### config.mk
export PLATFORM = sky130hd
export DESIGN_NAME = panel_pwr_seq
export DESIGN_NICKNAME = d
export VERILOG_FILES = /design/src/rtl/panel_pwr_seq_pkg.sv /design/src/rtl/panel_pwr_seq_timer.sv /design/src/rtl/panel_pwr_seq_fsm.sv /design/src/rtl/panel_pwr_seq.sv
export SDC_FILE = /design/constraint.sdc
export NUM_CORES = 1
export LEC_CHECK = 0
export BUFFER_PORTS_ARGS = -buffer_cell sky130_fd_sc_hd__buf_4
export CAP_MARGIN = 10
export CORE_MARGIN = 10
export CORE_UTILIZATION = 57
export DETAILED_ROUTE_END_ITERATION = 6
export GPL_ROUTABILITY_DRIVEN = 0
export PLACE_DENSITY = 0.8
export REMOVE_ABC_BUFFERS = 1
export SLEW_MARGIN = 10
export SYNTH_ARGS = -nofsm -noshare
export SYNTH_HDL_FRONTEND = slang
export SYNTH_SLANG_ARGS = --single-unit
### constraint.sdc
create_clock -name clk_i -period 2.31 [get_ports clk_i]
set_input_delay 0.231 -clock clk_i [delete_from_list [all_inputs] [get_ports clk_i]]
set_output_delay 0.231 -clock clk_i [all_outputs]
set_load 0.02 [all_outputs]
### src/rtl/panel_pwr_seq_pkg.sv
package panel_pwr_seq_pkg;

  typedef struct packed {
    logic vdd;
    logic data;
    logic bias;
    logic panel;
  } rail_t;

  typedef enum logic [3:0] {
    ST_IDLE,
    ST_ON_DATA,
    ST_ON_BIAS,
    ST_ON_PANEL,
    ST_OFF_BIAS,
    ST_OFF_DATA,
    ST_OFF_VDD,
    ST_BL_PANEL,
    ST_BL_BIAS
  } seq_state_e;

  localparam rail_t RAIL_ALL_OFF = '{vdd: 1'b0, data: 1'b0, bias: 1'b0, panel: 1'b0};

endpackage

### src/rtl/panel_pwr_seq_timer.sv
module panel_pwr_seq_timer #(
  parameter int unsigned STEP_MS = 1,
  parameter int unsigned LONG_MS = 200
) (
  input  logic clk_i,
  input  logic rst_ni,
  input  logic tick_i,
  input  logic load_i,
  input  logic long_i,
  output logic expire_o
);

  localparam int unsigned MAX_MS = (LONG_MS > STEP_MS) ? LONG_MS : STEP_MS;
  localparam int unsigned CNT_W  = $clog2(MAX_MS + 1);
  localparam logic [CNT_W-1:0] STEP_C = CNT_W'(STEP_MS);
  localparam logic [CNT_W-1:0] LONG_C = CNT_W'(LONG_MS);

  logic [CNT_W-1:0] cnt_q;

  always_ff @(posedge clk_i or negedge rst_ni) begin
    if (!rst_ni) begin
      cnt_q <= '0;
    end else if (load_i) begin
      cnt_q <= long_i ? LONG_C : STEP_C;
    end else if (tick_i && (cnt_q != '0)) begin
      cnt_q <= cnt_q - 1'b1;
    end
  end

  // the gap ends on the edge that samples its last tick
  assign expire_o = tick_i && (cnt_q == CNT_W'(1));

endmodule

### src/rtl/panel_pwr_seq_fsm.sv
module panel_pwr_seq_fsm
  import panel_pwr_seq_pkg::*;
(
  input  logic  clk_i,
  input  logic  rst_ni,
  input  logic  on_req_i,
  input  logic  off_req_i,
  input  logic  bl_on_req_i,
  input  logic  bl_off_req_i,
  input  logic  expire_i,
  output rail_t rail_o,
  output logic  busy_o,
  output logic  load_o,
  output logic  long_o
);

  seq_state_e state_q, state_d;
  rail_t      rail_q, rail_d;

  always_comb begin
    state_d = state_q;
    rail_d  = rail_q;
    load_o  = 1'b0;
    long_o  = 1'b0;
    unique case (state_q)
      ST_IDLE: begin
        // strict priority; losers are dropped even when the winner has nothing to do
        if (off_req_i) begin
          if (rail_q.vdd) begin
            rail_d.panel = 1'b0;
            load_o       = 1'b1;
            state_d      = ST_OFF_BIAS;
          end
        end else if (on_req_i) begin
          if (!rail_q.vdd) begin
            rail_d.vdd = 1'b1;
            load_o     = 1'b1;
            state_d    = ST_ON_DATA;
          end
        end else if (bl_off_req_i) begin
          if (rail_q.vdd) begin
            rail_d.panel = 1'b0;
            load_o       = 1'b1;
            state_d      = ST_BL_BIAS;
          end
        end else if (bl_on_req_i) begin
          if (rail_q.vdd && rail_q.data) begin
            rail_d.bias = 1'b1;
            load_o      = 1'b1;
            state_d     = ST_BL_PANEL;
          end
        end
      end
      ST_ON_DATA: if (expire_i) begin
        rail_d.data = 1'b1;
        load_o      = 1'b1;
        state_d     = ST_ON_BIAS;
      end
      ST_ON_BIAS: if (expire_i) begin
        rail_d.bias = 1'b1;
        load_o      = 1'b1;
        state_d     = ST_ON_PANEL;
      end
      ST_ON_PANEL: if (expire_i) begin
        rail_d.panel = 1'b1;
        state_d      = ST_IDLE;
      end
      ST_OFF_BIAS: if (expire_i) begin
        rail_d.bias = 1'b0;
        load_o      = 1'b1;
        long_o      = 1'b1;
        state_d     = ST_OFF_DATA;
      end
      ST_OFF_DATA: if (expire_i) begin
        rail_d.data = 1'b0;
        load_o      = 1'b1;
        state_d     = ST_OFF_VDD;
      end
      ST_OFF_VDD: if (expire_i) begin
        rail_d.vdd = 1'b0;
        state_d    = ST_IDLE;
      end
      ST_BL_PANEL: if (expire_i) begin
        rail_d.panel = 1'b1;
        state_d      = ST_IDLE;
      end
      ST_BL_BIAS: if (expire_i) begin
        rail_d.bias = 1'b0;
        state_d     = ST_IDLE;
      end
      default: begin
        state_d = ST_IDLE;
        rail_d  = RAIL_ALL_OFF;
      end
    endcase
  end

  always_ff @(posedge clk_i or negedge rst_ni) begin
    if (!rst_ni) begin
      state_q <= ST_IDLE;
      rail_q  <= RAIL_ALL_OFF;
    end else begin
      state_q <= state_d;
      rail_q  <= rail_d;
    end
  end

  assign rail_o = rail_q;
  assign busy_o = (state_q != ST_IDLE);

endmodule

### src/rtl/panel_pwr_seq.sv
module panel_pwr_seq
  import panel_pwr_seq_pkg::*;
#(
  parameter int unsigned STEP_MS = 1,
  parameter int unsigned LONG_MS = 200
) (
  input  logic clk_i,
  input  logic rst_ni,
  input  logic tick_ms_i,
  input  logic pwr_on_i,
  input  logic pwr_off_i,
  input  logic bl_on_i,
  input  logic bl_off_i,
  output logic vdd_en_o,
  output logic data_en_o,
  output logic bias_en_o,
  output logic panel_en_o,
  output logic busy_o
);

  rail_t rail;
  logic  expire, load, long_sel;

  panel_pwr_seq_timer #(
    .STEP_MS(STEP_MS),
    .LONG_MS(LONG_MS)
  ) u_timer (
    .clk_i   (clk_i),
    .rst_ni  (rst_ni),
    .tick_i  (tick_ms_i),
    .load_i  (load),
    .long_i  (long_sel),
    .expire_o(expire)
  );

  panel_pwr_seq_fsm u_fsm (
    .clk_i       (clk_i),
    .rst_ni      (rst_ni),
    .on_req_i    (pwr_on_i),
    .off_req_i   (pwr_off_i),
    .bl_on_req_i (bl_on_i),
    .bl_off_req_i(bl_off_i),
    .expire_i    (expire),
    .rail_o      (rail),
    .busy_o      (busy_o),
    .load_o      (load),
    .long_o      (long_sel)
  );

  assign vdd_en_o   = rail.vdd;
  assign data_en_o  = rail.data;
  assign bias_en_o  = rail.bias;
  assign panel_en_o = rail.panel;

endmodule

# Yosys cells after proc, flatten, opt, wreduce, memory -nomap -nowiden
# Index checks and enable logic that the tools add are counted.
# word_totals
out_inout_bits,5
regBits,16
wordCells,104
inputBits,7
# op_classes
bitwise_logic,4
add_sub_neg,1
n_mux,43
n_eq_ne,30
n_reduce_logical,20
# op_table
cell,count
2-to-1 mux 4 bit,13
2-to-1 mux 8 bit,3
case mux 4 bit (6 select lines),1
2-to-1 mux 1 bit,20
"!= test 2 bit, second input constant",10
"== test 4 x 3 -> 1 bit, second input constant",4
OR reduction 7 bit,2
AND reduction 10 bit,1
case mux 1 bit (3 select lines),3
"== test 4 x 2 -> 1 bit, second input constant",2
"== test 8 x 1 -> 1 bit, second input constant",1
"!= test 2 x 1 -> 1 bit, second input constant",4
AND reduction 4 bit,2
AND reduction 8 bit,1
nonzero test 8 bit,1
OR reduction 4 bit,2
"subtractor 8 x 1 -> 8 bit, second input constant",1
"!= test 3 bit, second input constant",2
OR reduction 6 bit,1
"!= test 5 x 4 -> 1 bit, second input constant",1
"!= test 5 bit, second input constant",1
OR reduction 5 bit,1
"== test 4 x 1 -> 1 bit, second input constant",1
"== test 4 bit, second input constant",1
other kinds (13),19

# Depth between registers and ports, before layout
# Gate-level depths: netlist of the first run.
# depth
ltp_word,8
ltp_mapped,8
depth_no_buf,6

# Modules after synthesis
# From an unflattened synthesis of the first run, not the netlist that was laid out.
# hier_totals
hier_cells,139
hier_area_um2,1218.7
# by_module_without_submodules
module,seq_area_each_um2,area_per_inst_um2,cells_each,instances
panel_pwr_seq_fsm,200.2,691.9,82,1
panel_pwr_seq_timer,200.2,526.8,57,1

# Worst setup path after synthesis of the first run
# Ideal clock, no wire load.
# synth_timing
kind,register -> register
start,"register u_fsm.rail_q, in the netlist u_fsm.rail_o[3]"
end,register u_fsm.state_q[0]
slack_ns,0.499
path_stages_with_launch,6
n_path_buf,0
setup_ns,0.125
arrival_time_ns,1.686
t_required_ns,2.185
period_less_slack_ns,1.811
cell_sequence,dfrtp_1 inv_1 o311ai_1 nor2_1 o21ai_2 mux2_4
# synth_via
elab_chain_len,3
word_cells_on_any_way,6
classes_between,eq/ne (4); reduce/logical (2)
# synth_rtl
item,line_no,text
from (decl),panel_pwr_seq_fsm.sv:18,"rail_t rail_q, rail_d;"
from (signal assigned),panel_pwr_seq_fsm.sv:104,rail_q <= rail_d;
logical AND 1 bit,panel_pwr_seq_fsm.sv:47,if (rail_q.vdd && rail_q.data) begin
!= test 5 x 4 -> 1 bit (no source line),--,
AND reduction 10 bit (no source line) (*),--,
to (signal assigned),panel_pwr_seq_fsm.sv:103,state_q <= state_d;
to (decl),panel_pwr_seq_fsm.sv:17,"seq_state_e state_q, state_d;"
# Mark *: on every way between the ends. The rest lies on a longest branch, timed or not.
# A chain may end at the register's enable or synchronous reset.

# Worst setup path in the final report of the first run
# layout_timing
start,register u_fsm.state_q[0]
end,output busy_o
# layout_via
elab_chain_len,1
# layout_rtl
item,line_no,text
nonzero test 4 bit,panel_pwr_seq_fsm.sv:109,assign busy_o = (state_q != ST_IDLE);
to (decl),panel_pwr_seq.sv:18,output logic busy_o
# Every way passes these cells.

==> results of run 1 <==
[state kept, by name, summed over array words and instances, names as in the netlist]
| signal | flops |
|---|---|
| u_timer.cnt_q | 8 |
| u_fsm.rail_o | 4 |
| u_fsm.state_q | 4 |
[layer usage]
metal  vias to the layer above  track usage  part of all wire
met5                         -            0                 0
met4                         0       0.0428             0.014
met3                         8       0.0344             0.064
met2                        46        0.211              0.48
met1                       521        0.184              0.44
li1                        514            -                 -
[synth_stat cells, types with 2 or more instances]
cell type and count:
o21ai_0 8, a21oi_1 11, nand2_1 11, o31ai_1 4, or2_2 2, a2111oi_0 2
xor2_1 3, ha_1 2, nor3_1 9, dfrtp_1 16, nor2_1 14, nor3_2 2
or3_1 2, a21o_1 2, clkbuf_1 3, inv_1 7, nand3_1 3
[critical path, cell delays in order (launching register included)]
cell and delay, ns:
dfrtp_1 0.50, or3_1 0.54, nor2_2 0.20, inv_1 0.11, buf_4 0.17
[cell families (layout without fill, tap and decap cells)]
family                   count (synthesis)  count (layout)
AO/OA/AOI/OAI                           41              41
XOR/XNOR                                 3               3
adder cells (fa/ha/maj)                  2               2
buffers and inverters                   13              25
flip-flops                              16              16
multiplexers                             1               1
AND/OR/NAND/NOR                         56              56
[timing repair]
| action | 4_1_cts | 5_1_grt |
|---|---|---|
| hold buffers | 1 | 0 |
| endpoints found under the hold margin | 16 | 0 |
| setup endpoints to repair | 0 | 0 |
| buffers inserted | 0 | 0 |
[where the power goes]
part           switching, µW  leakage (µW)  internal (µW)
clock network           87.3     0.0000138           60.6
registers                156      0.000204            396
logic                    599      0.000338            432
total                    842      0.000556            890
[layout make-up]
class / instances / area (µm²) / share of cell area
clock buffer: 3 / 22.5 / 0.0174
inverter: 7 / 26.3 / 0.0203
multi-input combinational: 103 / 697 / 0.538
sequential: 16 / 400 / 0.309
tap: 27 / 33.8 / 0.0261
timing repair buffer: 15 / 115 / 0.0889
[worst paths after layout]
check	from	end	slack [ns]
setup / recovery	u_fsm.state_q[0]	busy_o	0.27
max in group asynchronous	rst_ni	u_timer.cnt_q[0]	1.78
hold / removal	pwr_on_i	u_fsm.rail_o[3]	0.24
setup reg to reg	u_timer.cnt_q[5]	u_fsm.state_q[0]	0.40
min in group asynchronous	rst_ni	u_timer.cnt_q[6]	0.34
hold reg to reg	u_fsm.rail_o[1]	u_fsm.rail_o[1]	0.52
[through the flow]
stage               hold slack (ns)   util  area (µm²)
global placement              0.102  0.650        1260
CTS                           0.233  0.667        1290
detailed placement            0.104  0.650        1260
floorplan                   -0.0646      -        1120
global route                  0.258  0.667        1290
finish                        0.238  0.667        1290
==> flow_summary_export.csv, run 1 <==
group,metric,value,unit
run_status,status,"complete, no violations",
logic_synthesis,yosys.area.top_type,"dfrtp_1",
layout,layout.cells.most_common,"dfrtp_1",
logic_synthesis,ys_seq_area_frac,0.346,
power,vdd_ir_drop_max,0.741,mV
route,num_vias,1089,
place,hpwlAfterDp,2080,µm
route,wl_per_cell,16.2,µm
place,dp.cells,167,
power,total_power,1730,µW
worst_setup_path,end_kind,"output port",
sta,slew_violations,0,
global_route,track_usage,0.137,
logic_synthesis,synthXorXnorAreaFrac,0.0227,
logic_synthesis,yosys.area_share.adder,0.0216,
hold_path,min_path_type,"in -> reg",
logic_synthesis,synth_compound_area_frac,0.263,
logic_synthesis,avgSynthCellArea,8.76,µm²
worst_setup_path,crit_type,"reg -> out",
die,coreArea,1940,µm²
logic_synthesis,yosys_warnings,0,
die,fp-row-count,16,
sta,rsz0062_at_grt,"false",
logic_synthesis,synth_area,1160,µm²
power,power_leakage,0.000556,µW
clocking,cts_tree,"yes",
clocking,cts_resized,0,
logic_synthesis,synth_top_family_by_area,"simple AND/OR/NAND/NOR gates",
global_route,grt_max_degree,18,
worst_setup_path,worstPathMaxFanout,10,
worst_setup_path,worst_ep_arrival_time,1.81,ns
worst_setup_path,rr_worst_depth,5,
die,die_width,65.0,µm
die,fp.dieArea,4230,µm²
logic_synthesis,synth_top_area_frac,0.346,
route,ant_nets,0,
clocking,cts_root_buf,"clkbuf_4",
logic_synthesis,synthMuxAreaShare,0.0130,
layout,nNetsFinal,155,
global_route,antenna_found_initial,0,
logic_synthesis,async_reset_ff_frac,1.00,
sta,finalWorstSetupSlack,0.265,ns
job,maxCapViolations,0,
place,dp_worst_setup_slack,0.420,ns
worst_setup_path,critPathRequiredTime,2.08,ns
sta,hold_violations,0,
logic_synthesis,synth-edff-count,0,
route,dr.pass1.iters,4,
clocking,clk_latency,0.29,ns
layout,drive_gt1_frac,0.222,
sta,fin_skew,0.00292,ns
die,initial_core_util,0.595,
sta,tns,0,ns
place,portBuffers,11,
clocking,cts_made_buffers,3,
global_route,grt_pass1_wl,4770,µm
logic_synthesis,ys.flop_type,"dfrtp_1",
sta,timing.slew.headroom,0.609,
logic_synthesis,synth_area_leaders,"dfrtp_1 (35%), a21oi_1 (4.8%), nor2_1 (4.5%)",
sta,setup_viol,0,
power,p_per_area,1340,nW/µm²
layout,final_cell_mix,"dfrtp_1 (16), nor2_1 (14), buf_4 (14)",
clocking,cts_sinks,16,
logic_synthesis,ys_ff_latch,16,
logic_synthesis,yosys.area_share.simple,0.282,
sta,fin_crit,2.04,ns
logic_synthesis,syn_inst,132,
worst_setup_path,startpoint_type,"register",
sta,post-route-period-util,0.885,
sta,max_freq,0.489,GHz
die,boundaryPins,12,
global_route,overflow,0,
layout,areaGrowthSynthToFinish,12.0,%
route,wirelength,2770,µm
hold_path,whs_path_depth,3,
die,chipHeight,65.0,µm
route,drt_iter0_drc,76,
clocking,path_clk_slew,0.09,ns
global_route,grt_pass1_vias,1013,
layout,num_antenna_cells,0,
route,route.detailed.drc,0,
clocking,cts_max_level,1,
clocking,clock_path_buffers,2,
layout,nFillCells,164,
layout,fin_cells,171,
route,via_per_inst,6.37,
sta,worst_pin_slew,0.578,ns
logic_synthesis,ys_types,48,
(Power assumes the default switching activity.)
==> run 2: changes to the inputs <==
--- a/config.mk
+++ b/config.mk
@@ -11,7 +11,7 @@
 export CORE_UTILIZATION = 57
 export DETAILED_ROUTE_END_ITERATION = 6
 export GPL_ROUTABILITY_DRIVEN = 0
-export PLACE_DENSITY = 0.8
+export PLACE_DENSITY = 0.78
 export REMOVE_ABC_BUFFERS = 1
 export SLEW_MARGIN = 10
 export SYNTH_ARGS = -nofsm -noshare
==> run 2 against run 1 <==
Compared with the run above: global-route usage is 0.49 points lower; design area is 1.1% higher; non-clock buffer count stayed put; critical path depth stayed put; die area stayed put; core utilization is 0.71 points higher; count of clock-buffer cells in the layout is 1 higher; sequential share of layout area is 0.33 points lower; critical endpoint unchanged; largest power group unchanged; highest routed layer unchanged.
==> flow_summary_export.csv, run 2 (synthesized netlist as in run 1, its figures left out) <==
group,metric,value,unit
run_status,status,"complete, no violations",
die,chipHeight,65.0,µm
clocking,clock_path_buffers,2,
clocking,cts_sinks,16,
route,wirelength,2660,µm
route,route.detailed.drc,0,
sta,rsz0062_at_grt,"false",
sta,slew_violations,0,
clocking,clk_latency,0.29,ns
sta,setup_viol,0,
clocking,cts_made_buffers,3,
layout,nNetsFinal,155,
worst_setup_path,end_kind,"output port",
sta,finalWorstSetupSlack,0.237,ns
worst_setup_path,worst_ep_arrival_time,1.84,ns
route,drt_iter0_drc,33,
layout,top_register,"u_timer.cnt_q",
route,via_per_inst,5.96,
global_route,track_usage,0.132,
global_route,overflow,0,
layout,fin_cells,172,
sta,post-route-period-util,0.897,
layout,areaGrowthSynthToFinish,13.2,%
worst_setup_path,worstPathMaxFanout,15,
sta,fin_skew,0.00839,ns
layout,nFillCells,157,
power,vdd_ir_drop_max,0.821,mV
die,die_width,65.0,µm
job,maxCapViolations,0,
sta,fin_crit,2.07,ns
die,boundaryPins,12,
route,wl_per_cell,15.5,µm
clocking,cts_tree,"yes",
sta,max_freq,0.482,GHz
die,initial_core_util,0.595,
die,fp-row-count,16,
worst_setup_path,crit_type,"reg -> out",
worst_setup_path,startpoint_type,"register",
place,dp.cells,167,
layout,final_cell_mix,"dfrtp_1 (16), nor2_1 (14), buf_4 (14)",
clocking,cts_max_level,1,
place,dp_worst_setup_slack,0.373,ns
sta,tns,0,ns
worst_setup_path,critPathRequiredTime,2.08,ns
sta,timing.slew.headroom,0.619,
global_route,grt_pass1_wl,4610,µm
sta,hold_violations,0,
layout,layout.cells.most_common,"dfrtp_1",
hold_path,min_path_type,"in -> reg",
route,num_vias,1025,
place,hpwlAfterDp,1940,µm
clocking,cts_root_buf,"clkbuf_4",
die,fp.dieArea,4230,µm²
die,coreArea,1940,µm²
route,ant_nets,0,
clocking,cts_resized,0,
route,dr.pass1.iters,4,
power,power_leakage,0.000563,µW
global_route,antenna_found_initial,0,
global_route,grt_pass1_vias,1011,
layout,final_util,0.674,
sta,hold_ws,0.241,ns
power,p_per_area,1350,nW/µm²
clocking,path_clk_slew,0.10,ns
place,portBuffers,11,
layout,drive_gt1_frac,0.228,
sta,worst_pin_slew,0.557,ns
layout,largest_reg_flops,8,
global_route,grt_max_degree,17,
layout,num_antenna_cells,0,
[run 2: changes by cell type in the layout (fill, tap and decap cells not counted)]
cell	change
clkbuf_8	+1
[run 2: worst paths after layout]
| path | startpoint | to | slack, ns | depth (start not counted) |
|---|---|---|---|---|
| min in group asynchronous | rst_ni | u_timer.cnt_q[5] | 0.34 | 2 |
| hold reg to reg | u_fsm.rail_o[1] | u_fsm.rail_o[1] | 0.54 | 2 |
| hold / removal | pwr_on_i | u_fsm.rail_o[3] | 0.24 | 3 |
| max in group asynchronous | rst_ni | u_fsm.rail_o[2] | 1.79 | 2 |
| setup reg to reg | u_timer.cnt_q[4] | u_fsm.state_q[0] | 0.34 | 5 |
| setup / recovery | u_fsm.state_q[1] | busy_o | 0.24 | 4 |
[run 2: layout make-up]
| class | instances | area, µm² | share of cell area |
|---|---|---|---|
| multi-input combinational | 103 | 697 | 0.533 |
| sequential | 16 | 400 | 0.306 |
| timing repair buffer | 15 | 115 | 0.0880 |
| clock buffer | 4 | 36.3 | 0.0277 |
| tap | 27 | 33.8 | 0.0258 |
| inverter | 7 | 26.3 | 0.0201 |
[run 2: through the flow]
| stage | total power (µW) | instance area [µm²] |
|---|---|---|
| after floorplan | 1280 | 1120 |
| after global placement | 1530 | 1260 |
| after detailed placement | 1560 | 1260 |
| after CTS | 1760 | 1310 |
| after global routing | 1920 | 1310 |
| final | 1760 | 1310 |
[run 2: what timing repair did]
| action | in CTS | in global routing |
|---|---|---|
| hold endpoints to repair | 16 | 0 |
| hold buffers | 1 | 0 |
| setup buffers | 0 | 0 |
[run 2: power by group]
group / total [µW] / switching, µW / internal [µW]
clock network: 193 / 97.5 / 95.9
registers: 570 / 174 / 396
logic: 1000 / 571 / 429
[run 2: routing by layer]
layer | part of all wire | GRT usage | up-vias
li1 | - | - | 514
met1 | 0.46 | 0.169 | 464
met2 | 0.45 | 0.204 | 39
met3 | 0.071 | 0.0515 | 8
met4 | 0.015 | 0.0321 | 0
met5 | 0 | 0 | -
[run 2: worst max-delay path, stage by stage, from the launching register on]
cell	delay, ns
dfrtp_1	0.55
or3_1	0.52
nor2_2	0.19
inv_1	0.12
buf_4	0.17
==> run 3: changes to the inputs <==
--- a/config.mk
+++ b/config.mk
@@ -11,7 +11,7 @@
 export CORE_UTILIZATION = 57
 export DETAILED_ROUTE_END_ITERATION = 6
 export GPL_ROUTABILITY_DRIVEN = 0
-export PLACE_DENSITY = 0.78
+export PLACE_DENSITY = 0.86
 export REMOVE_ABC_BUFFERS = 1
 export SLEW_MARGIN = 10
 export SYNTH_ARGS = -nofsm -noshare
==> run 3 against run 2 <==
Compared with the run above: clock power is 3% lower; routed wire length is 4.1% higher; total power up 1.7%; register-to-register slack gained 0.02 ns.
==> flow_summary_export.csv, run 3 (synthesized netlist as in run 1, its figures left out) <==
group,metric,value,unit
run_status,status,"complete, no violations",
sta,post-route-period-util,0.887,
layout,fin_cells,173,
clocking,postCtsSetupBuffers,0,
power,vdd_ir_drop_max,0.820,mV
place,dp.cells,168,
clocking,path_clk_slew,0.10,ns
die,initial_core_util,0.595,
global_route,antenna_found_initial,0,
worst_setup_path,rr_worst_depth,5,
place,portBuffers,11,
layout,areaGrowthSynthToFinish,13.9,%
layout,drive_gt1_frac,0.233,
layout,num_antenna_cells,0,
sta,fin_skew,0.00840,ns
route,wl_per_cell,16.0,µm
route,dr.pass1.iters,5,
clocking,cts_max_level,1,
layout,final_cell_mix,"dfrtp_1 (16), buf_4 (15), nor2_1 (14)",
global_route,grt_pass1_vias,1001,
clocking,cts_root_buf,"clkbuf_4",
place,hpwlAfterDp,2120,µm
worst_setup_path,startpoint_type,"register",
worst_setup_path,path_buf_inv,2,
die,fp.dieArea,4230,µm²
clocking,cts_made_buffers,3,
sta,tns,0,ns
worst_setup_path,path_delay_family,"simple AND/OR/NAND/NOR gates",
global_route,overflow,0,
clocking,clk_latency,0.30,ns
route,route.detailed.drc,0,
sta,slew_violations,0,
worst_setup_path,crit_type,"reg -> out",
route,via_per_inst,6.20,
worst_setup_path,end_kind,"output port",
power,power_leakage,0.000568,µW
worst_setup_path,worstPathMaxFanout,10,
place,dp_worst_setup_slack,0.389,ns
sta,timing.slew.headroom,0.611,
clocking,cts_tree,"yes",
die,coreArea,1940,µm²
layout,largest_reg_flops,8,
worst_setup_path,regToRegSetupSlack,0.36,ns
clocking,clock_path_buffers,2,
worst_setup_path,worst_ep_arrival_time,1.82,ns
power,p_per_area,1360,nW/µm²
layout,layout.cells.most_common,"dfrtp_1",
global_route,track_usage,0.138,
global_route,grt_pass1_wl,4710,µm
die,boundaryPins,12,
sta,max_freq,0.488,GHz
power,total_power,1790,µW
hold_path,min_path_type,"in -> reg",
sta,hold_ws,0.214,ns
clocking,cts_sinks,16,
sta,worst_pin_slew,0.569,ns
die,die_width,65.0,µm
global_route,grt_max_degree,17,
route,ant_nets,0,
worst_setup_path,critPathMaxStageDelay,0.53,ns
layout,nNetsFinal,156,
sta,rsz0062_at_grt,"false",
hold_path,whs_path_depth,3,
route,wirelength,2770,µm
worst_setup_path,path_depth,4,
route,num_vias,1072,
layout,top_register,"u_timer.cnt_q",
job,maxCapViolations,0,
worst_setup_path,worstPathCellList,"or3_1 > nor2_2 > inv_1 > buf_4",
sta,finalWorstSetupSlack,0.261,ns
sta,hold_violations,0,
worst_setup_path,worst_path_max_delay_cell,"or3_1",
sta,setup_viol,0,
worst_setup_path,critPathRequiredTime,2.08,ns
die,chipHeight,65.0,µm
die,fp-row-count,16,
sta,fin_crit,2.05,ns
route,drt_iter0_drc,76,
-- run 3: stage by stage --
step / area (µm²) / utilization
finish: 1320 / 0.678
global route: 1320 / 0.678
CTS: 1320 / 0.678
detailed placement: 1270 / 0.654
global placement: 1270 / 0.654
floorplan: 1120 / -
-- run 3: per-layer routing --
metal | vias to the layer above | routed length (µm) | global-route usage
li1 | 516 | - | -
met1 | 500 | 1140 | 0.162
met2 | 50 | 1370 | 0.235
met3 | 6 | 218 | 0.0464
met4 | 0 | 41 | 0.0348
met5 | - | 0 | 0
-- run 3: cell type report --
type	instances	area [µm²]
Clock buffer	4	36.3
Fill cell	166	626
Inverter	7	26.3
Multi-Input combinational cell	103	697
Sequential cell	16	400
Tap cell	27	33.8
Timing Repair Buffer	16	123
-- run 3: path summary, 6_finish.rpt --
check / from / endpoint
setup / recovery: u_fsm.state_q[0] / busy_o
max in group asynchronous: rst_ni / u_fsm.state_q[1]
setup reg to reg: u_timer.cnt_q[5] / u_fsm.state_q[0]
hold / removal: pwr_on_i / u_fsm.rail_o[3]
min in group asynchronous: rst_ni / u_timer.cnt_q[6]
hold reg to reg: u_fsm.rail_o[1] / u_fsm.rail_o[1]
-- run 3: worst reg2reg max path, cell delays in order (launching register included) --
cell and delay (ns):
dfrtp_1 0.46, nor4_4 0.42, nand4_4 0.21, a21o_1 0.24, o21ai_2 0.21, mux2_4 0.32
-- run 3: repair_timing --
action | CTS | global route
hold buffers | 1 | 0
endpoints found under the setup margin | 0 | 0
hold endpoints to repair | 16 | 0
gates resized for setup | 0 | 0
-- run 3: power by group --
group / leakage, µW / switching (µW) / internal [µW] / total (µW)
clock network: 0.0000210 / 91.5 / 96.1 / 188
logic: 0.000343 / 612 / 442 / 1050
registers: 0.000204 / 155 / 396 / 551
total: 0.000568 / 859 / 935 / 1790
